--- config.mk ---
export PLATFORM = sky130hd
export DESIGN_NAME = pkt_bus_arbiter
export DESIGN_NICKNAME = d
export VERILOG_FILES = /design/src/rtl/arb_pkg.sv /design/src/rtl/rr_pick.sv /design/src/rtl/master_ctl.sv /design/src/rtl/slave_ctl.sv /design/src/rtl/rx_filter.sv /design/src/rtl/pkt_bus_arbiter.sv
export SDC_FILE = /design/constraint.sdc
export NUM_CORES = 1
export LEC_CHECK = 0
export BUFFER_PORTS_ARGS = -buffer_cell sky130_fd_sc_hd__buf_2
export CAP_MARGIN = 20
export CORE_AREA = 2 2 182 184
export CTS_CLUSTER_DIAMETER = 150
export CTS_CLUSTER_SIZE = 20
export DETAILED_ROUTE_END_ITERATION = 6
export DIE_AREA = 0 0 184 186
export PLACE_DENSITY = 0.42
export SLEW_MARGIN = 20
export SYNTH_ARGS = -nofsm -noshare
export SYNTH_HDL_FRONTEND = slang
export SYNTH_HIERARCHICAL = 1
export SYNTH_SLANG_ARGS = --single-unit
--- constraint.sdc ---
create_clock -name clk_i -period 3 [get_ports clk_i]
set_input_delay 0.6 -clock clk_i [delete_from_list [all_inputs] [get_ports clk_i]]
set_output_delay 0.6 -clock clk_i [all_outputs]
set_load 0.02 [all_outputs]
--- src/rtl/arb_pkg.sv ---
package arb_pkg;
  localparam int ID_W  = 8;
  localparam int PAY_W = 105;
  localparam int BUS_W = 1 + ID_W + PAY_W;

  typedef struct packed {
    logic             vld;
    logic [ID_W-1:0]  dst;
    logic [PAY_W-1:0] pay;
  } bus_word_t;

  typedef enum logic [1:0] {M_IDLE, M_GRANT, M_SEND} mst_state_e;
  typedef enum logic [1:0] {S_IDLE, S_REQ, S_XFER} slv_state_e;
endpackage

--- src/rtl/rr_pick.sv ---
module rr_pick #(
  parameter int N     = 3,
  parameter int IDX_W = (N > 1) ? $clog2(N) : 1
) (
  input  logic [N-1:0]     req_i,
  input  logic [IDX_W-1:0] ptr_i,
  output logic             found_o,
  output logic [IDX_W-1:0] idx_o
);
  // first request at or after ptr_i, wrapping
  always_comb begin
    found_o = 1'b0;
    idx_o   = '0;
    for (int k = 0; k < N; k++) begin
      if (!found_o && req_i[(int'(ptr_i) + k) % N]) begin
        found_o = 1'b1;
        idx_o   = IDX_W'((int'(ptr_i) + k) % N);
      end
    end
  end
endmodule

--- src/rtl/master_ctl.sv ---
module master_ctl
  import arb_pkg::*;
#(
  parameter int N_SLAVES = 3,
  localparam int IDX_W = (N_SLAVES > 1) ? $clog2(N_SLAVES) : 1
) (
  input  logic                clk_i,
  input  logic                rst_ni,
  input  logic                en_i,
  input  logic [N_SLAVES-1:0] req_i,
  input  logic                tx_pending_i,
  output logic                drive_o,
  output logic                send_o,
  output logic                busy_o,
  output logic [N_SLAVES-1:0] gnt_o
);
  mst_state_e          state_q;
  logic [N_SLAVES-1:0] gnt_q;
  logic                busy_q;
  logic [IDX_W-1:0]    cur_q, ptr_q;
  logic                pick_found;
  logic [IDX_W-1:0]    pick_idx;
  logic [IDX_W-1:0]    ptr_next;

  rr_pick #(.N(N_SLAVES), .IDX_W(IDX_W)) u_pick (
    .req_i  (req_i),
    .ptr_i  (ptr_q),
    .found_o(pick_found),
    .idx_o  (pick_idx)
  );

  assign ptr_next = (pick_idx == IDX_W'(N_SLAVES - 1)) ? '0 : pick_idx + 1'b1;

  always_ff @(posedge clk_i or negedge rst_ni) begin
    if (!rst_ni) begin
      state_q <= M_IDLE;
      gnt_q   <= '0;
      busy_q  <= 1'b0;
      cur_q   <= '0;
      ptr_q   <= '0;
    end else if (!en_i) begin
      state_q <= M_IDLE;
      gnt_q   <= '0;
      busy_q  <= 1'b0;
      cur_q   <= '0;
      ptr_q   <= '0;
    end else begin
      case (state_q)
        M_IDLE: begin
          // slave requests take precedence over local traffic
          if (pick_found) begin
            state_q <= M_GRANT;
            gnt_q   <= N_SLAVES'(1) << pick_idx;
            busy_q  <= 1'b1;
            cur_q   <= pick_idx;
            ptr_q   <= ptr_next;
          end else if (tx_pending_i) begin
            state_q <= M_SEND;
            busy_q  <= 1'b1;
          end
        end
        M_GRANT: begin
          if (!req_i[cur_q]) begin
            state_q <= M_IDLE;
            gnt_q   <= '0;
            busy_q  <= 1'b0;
          end
        end
        M_SEND: begin
          if (!tx_pending_i) begin
            state_q <= M_IDLE;
            busy_q  <= 1'b0;
          end
        end
        default: state_q <= M_IDLE;
      endcase
    end
  end

  assign drive_o = (state_q == M_SEND);
  assign send_o  = drive_o && tx_pending_i;
  assign busy_o  = busy_q;
  assign gnt_o   = gnt_q;
endmodule

--- src/rtl/slave_ctl.sv ---
module slave_ctl
  import arb_pkg::*;
(
  input  logic clk_i,
  input  logic rst_ni,
  input  logic en_i,
  input  logic tx_pending_i,
  input  logic gnt_i,
  output logic req_o,
  output logic drive_o,
  output logic send_o
);
  slv_state_e state_q;

  always_ff @(posedge clk_i or negedge rst_ni) begin
    if (!rst_ni) begin
      state_q <= S_IDLE;
    end else if (!en_i) begin
      state_q <= S_IDLE;
    end else begin
      case (state_q)
        S_IDLE:  if (tx_pending_i)  state_q <= S_REQ;
        S_REQ:   if (gnt_i)         state_q <= S_XFER;
        S_XFER:  if (!tx_pending_i) state_q <= S_IDLE;
        default: state_q <= S_IDLE;
      endcase
    end
  end

  // request and drive fall on the same edge
  assign req_o   = (state_q != S_IDLE);
  assign drive_o = (state_q == S_XFER);
  assign send_o  = drive_o && tx_pending_i;
endmodule

--- src/rtl/rx_filter.sv ---
module rx_filter
  import arb_pkg::*;
(
  input  logic [BUS_W-1:0] bus_data_i,
  input  logic             own_drive_i,
  input  logic [ID_W-1:0]  board_id_i,
  output logic             rx_valid_o,
  output logic [PAY_W-1:0] rx_pay_o
);
  bus_word_t w;
  assign w          = bus_word_t'(bus_data_i);
  assign rx_valid_o = !own_drive_i && w.vld && (w.dst == board_id_i);
  assign rx_pay_o   = w.pay;
endmodule

--- src/rtl/pkt_bus_arbiter.sv ---
module pkt_bus_arbiter
  import arb_pkg::*;
#(
  parameter int N_SLAVES = 3
) (
  input  logic                clk_i,
  input  logic                rst_ni,
  input  logic                is_master_i,
  input  logic [ID_W-1:0]     board_id_i,
  input  logic                tx_pending_i,
  input  logic [ID_W-1:0]     tx_dst_i,
  input  logic [PAY_W-1:0]    tx_pay_i,
  output logic                tx_pop_o,
  input  logic [BUS_W-1:0]    bus_data_i,
  output logic [BUS_W-1:0]    bus_data_o,
  output logic                bus_oe_o,
  output logic                busy_o,
  input  logic [N_SLAVES-1:0] req_i,
  output logic [N_SLAVES-1:0] gnt_o,
  output logic                req_o,
  input  logic                gnt_i,
  output logic                rx_valid_o,
  output logic [PAY_W-1:0]    rx_pay_o
);
  logic m_drive, m_send, s_drive, s_send, s_req;
  logic drive, send;
  bus_word_t tx_word;

  master_ctl #(.N_SLAVES(N_SLAVES)) u_mst (
    .clk_i       (clk_i),
    .rst_ni      (rst_ni),
    .en_i        (is_master_i),
    .req_i       (req_i),
    .tx_pending_i(tx_pending_i),
    .drive_o     (m_drive),
    .send_o      (m_send),
    .busy_o      (busy_o),
    .gnt_o       (gnt_o)
  );

  slave_ctl u_slv (
    .clk_i       (clk_i),
    .rst_ni      (rst_ni),
    .en_i        (!is_master_i),
    .tx_pending_i(tx_pending_i),
    .gnt_i       (gnt_i),
    .req_o       (s_req),
    .drive_o     (s_drive),
    .send_o      (s_send)
  );

  assign drive = is_master_i ? m_drive : s_drive;
  assign send  = is_master_i ? m_send  : s_send;
  assign req_o = s_req;

  assign tx_word.vld = send;
  assign tx_word.dst = tx_dst_i;
  assign tx_word.pay = tx_pay_i;

  assign bus_oe_o   = drive;
  assign bus_data_o = drive ? BUS_W'(tx_word) : '0;
  assign tx_pop_o   = send;

  rx_filter u_rx (
    .bus_data_i (bus_data_i),
    .own_drive_i(drive),
    .board_id_i (board_id_i),
    .rx_valid_o (rx_valid_o),
    .rx_pay_o   (rx_pay_o)
  );
endmodule

==> impl_results.md <==
* Port bufs at between 200 and 300
* P_leak at 1.94 nW
* Clk_lat worst skew at roughly 0.24 ns
* Final WL at 11500 µm
* # diodes at 0
* Number of routed nets with antenna violations at 0
* Vias in the first global route at 2319
* Worst setup path endpoint: bus_data_o[60]
* Final hold vios at 0
* Skew final at 0.000694 ns
* I/O pin total at 470
* Status: finished, final reports clean
* Crit. End Element: output port
* Routed len/inst at 12.7 µm
* Initial antenna violation count at 2
* Max-cap viol count at 0
* CTS H-tree depth at 1
* CTS root buf: clkbuf_16
* Tmin final at around 2.6 ns
* Main synth FF type: dfrtp_1
* R2R Path Start: u_mst/ptr_q[0]
* CTS max path bufs at 2
* Synth Area in Simple Gates at 0.372
* Die H at between 150 and 200 µm
* Syn_nets at 598
* Die area at 0.0342 mm²
* Post-synth EDFFs at 0
* Core Region at 0.0322 mm²
* Setup TNS Final at 0 ns
* DRC at 0
* NumNets Final at 747
* Routed vias/inst at just over 3
* P&R area growth vs syn at 38.2%
* Slew HR at 0.782
* Unrepaired setup endpoints after global routing: no
* R2R setup slack at ~0.6 ns
* Hold Buf Count CTS at 0
* R2R Path End: u_mst/busy_o
* R2R cell count at 8
* Met3 wire len at roughly 1800 µm
* PwrDens at 468 mW/mm²
* Crit path kind: flop to output port
* Cell count after synthesis at approximately 350
* GP Congestion at 0.723
* Setup ws final at 0.405 ns
* Synth warn at 6
* CP arrival at 1.99 ns
* Largest net degree at the start of global routing at 60
* Die X at 184 µm
* Crit-path max FO at a little under 60
* Number of synthesized register bits at 12
* Post_cts resized at 0
* Number of cell rows at between 60 and 70
* Critical path required time at around 2.4 ns
* DR vias at 2746
* Final period util at 0.865
* Post-synthesis compound-gate area fraction at 0.0717
* Clock-pin slew on the worst setup and hold paths at 0.05 ns
* Tightest Pin Transition at 0.326 ns
* Async SR Flop Fraction at 1.00
* Post-Synth XOR/XNOR Area at 0.0256
* Starting Density at 0.0851
* # fillers at approximately 3800
* Most instantiated library cell after synthesis: nor2b_1
* Layout cell share with drive strength beyond 1 at 0.573
* Worst VDD drop at between 300 and 400 µV
* Hold Crit Class: input pin to asynchronous set/reset pin
* Startpoint types: flop
* TritonCTS clock tree: done
* Multiplexer area fraction after synthesis at 0.0456
* CTS buffer count at 3
* Met2 WL at roughly 4800 µm
* Synth cell types at 48
* Met1 WL at ~4600 µm
* Post-place setup slack at 0.563 ns
* Clock sinks at 12
* Register Area at 300 µm²
* Largest cells by area after synthesis: buf_4 29%, nor2b_1 27%, dfrtp_1 11%
* Cell taking the most area after synthesis: buf_4
* Main combinational cell family by area after synthesis: simple AND/OR/NAND/NOR gates
* Fmax at 385 MHz
* Post-synthesis cell area at 0.00274 mm²
* Area of the multi-input gates at 0.00151 mm²
* GRT overflow at 0
* Critical path origin: u_mst/state_q[0]
* Setup violators final at 0
* Mean Syn Cell Area at 7.88 µm²
* Most common library cells after synthesis: 118 x nor2b_1, 105 x buf_4, 12 x dfrtp_1
* # Post-CTS Setup Buffers at 0
* Final slew viol count at 0
* First-pass GRT wire length at ~14000 µm
* Adder-cell share of the synthesized area at 0.0319
* DR top layer: met5
* Post-synthesis sequential area ratio at 0.110
* Post-DP HPWL at approximately 10000 µm
* Yosys top cell area share at 0.288
* Tot GR Track Use at 0.0558
* Iteration-0 DRC Markers at roughly 120
* Pre-antenna DRT Iters at 4
-- per-layer routing --
metal / vias to the layer above / GRT usage
met1: 1172 / 0.0671
met2: 262 / 0.0818
met4: 4 / 0.0134
met3: 22 / 0.0354
met5: - / 0.0104
li1: 1286 / -
-- cells in the final DEF (no fill, tap or decap), types with 2 or more instances in the layout --
cell and count:
a21boi_0 2, buf_4 3, nand2_1 8, nor3_1 3, nor2_1 3, o21bai_1 2
buf_2 259, o21ai_1 2, and3b_1 2, a21oi_1 4, dfrtp_1 12, nand3b_1 4
ha_1 7, clkbuf_16 3, nor3b_1 3, xnor2_1 8, nor2b_1 118, nand2b_1 4
and2b_1 2, mux2_4 4, inv_1 6, nand3_1 5, buf_12 2, mux2i_1 4
-- where the power goes --
group | total [mW] | switching (mW) | leakage, nW | internal [mW]
registers | 0.256 | 0.0375 | 0.160 | 0.219
logic | 1.24 | 0.709 | 1.74 | 0.533
clock network | 0.277 | 0.0752 | 0.0442 | 0.202
-- critical path, cell delays in order, from the launching register on --
cell and delay (ns):
dfrtp_1 0.35, inv_1 0.09, ha_1 0.28, mux2i_4 0.20, buf_12 0.25, buf_12 0.28
nor2b_1 0.08, buf_2 0.16
-- stage by stage --
stage	area, µm²	total power [mW]	utilization	cells	hold slack [ns]
floorplan	2740	1.36	-	348	0.304
global placement	3700	1.52	0.115	900	0.495
detailed placement	3700	1.50	0.115	900	0.491
CTS	3790	1.79	0.118	904	0.249
global route	3790	1.91	0.118	904	0.248
finish	3790	1.77	0.118	904	0.234
-- registers in the layout, summed over array words and instances (netlist names) --
name,cells
u_mst/busy_o,1
u_mst/ptr_q,2
u_mst/state_q,2
u_mst/cur_q,2
u_mst/gnt_o,3
u_slv/state_q,2
-- kinds of logic after synthesis --
kind of cell,after synthesis
simple gates,162
buf+inv,126
compound gates,23
flops,12
mux,10
xor+xnor,8
fa+ha+maj,7
-- worst min-delay path by stage --
| stage | cells past startpoint | end | start | slack, ns |
|---|---|---|---|---|
| final | 1 | u_mst/busy_o | rst_ni | 0.23 |
| after global routing | 1 | u_mst/gnt_o[0] | rst_ni | 0.25 |
| after CTS | 1 | u_mst/gnt_o[0] | rst_ni | 0.25 |
| after detailed placement | 1 | u_mst/gnt_o[1] | u_mst/gnt_o[1] | 0.49 |
| after global placement | 1 | u_mst/gnt_o[0] | u_mst/gnt_o[0] | 0.49 |
| after floorplan | 0 | u_mst/busy_o | rst_ni | 0.30 |
-- layout make-up --
type,count,share of cell area
Clock buffer,4,0.0234
Inverter,6,0.00594
Multi-Input combinational cell,210,0.398
Sequential cell,12,0.0793
Tap cell,408,0.135
Timing Repair Buffer,264,0.359
Note: power is estimated with default switching activity, not from simulation.
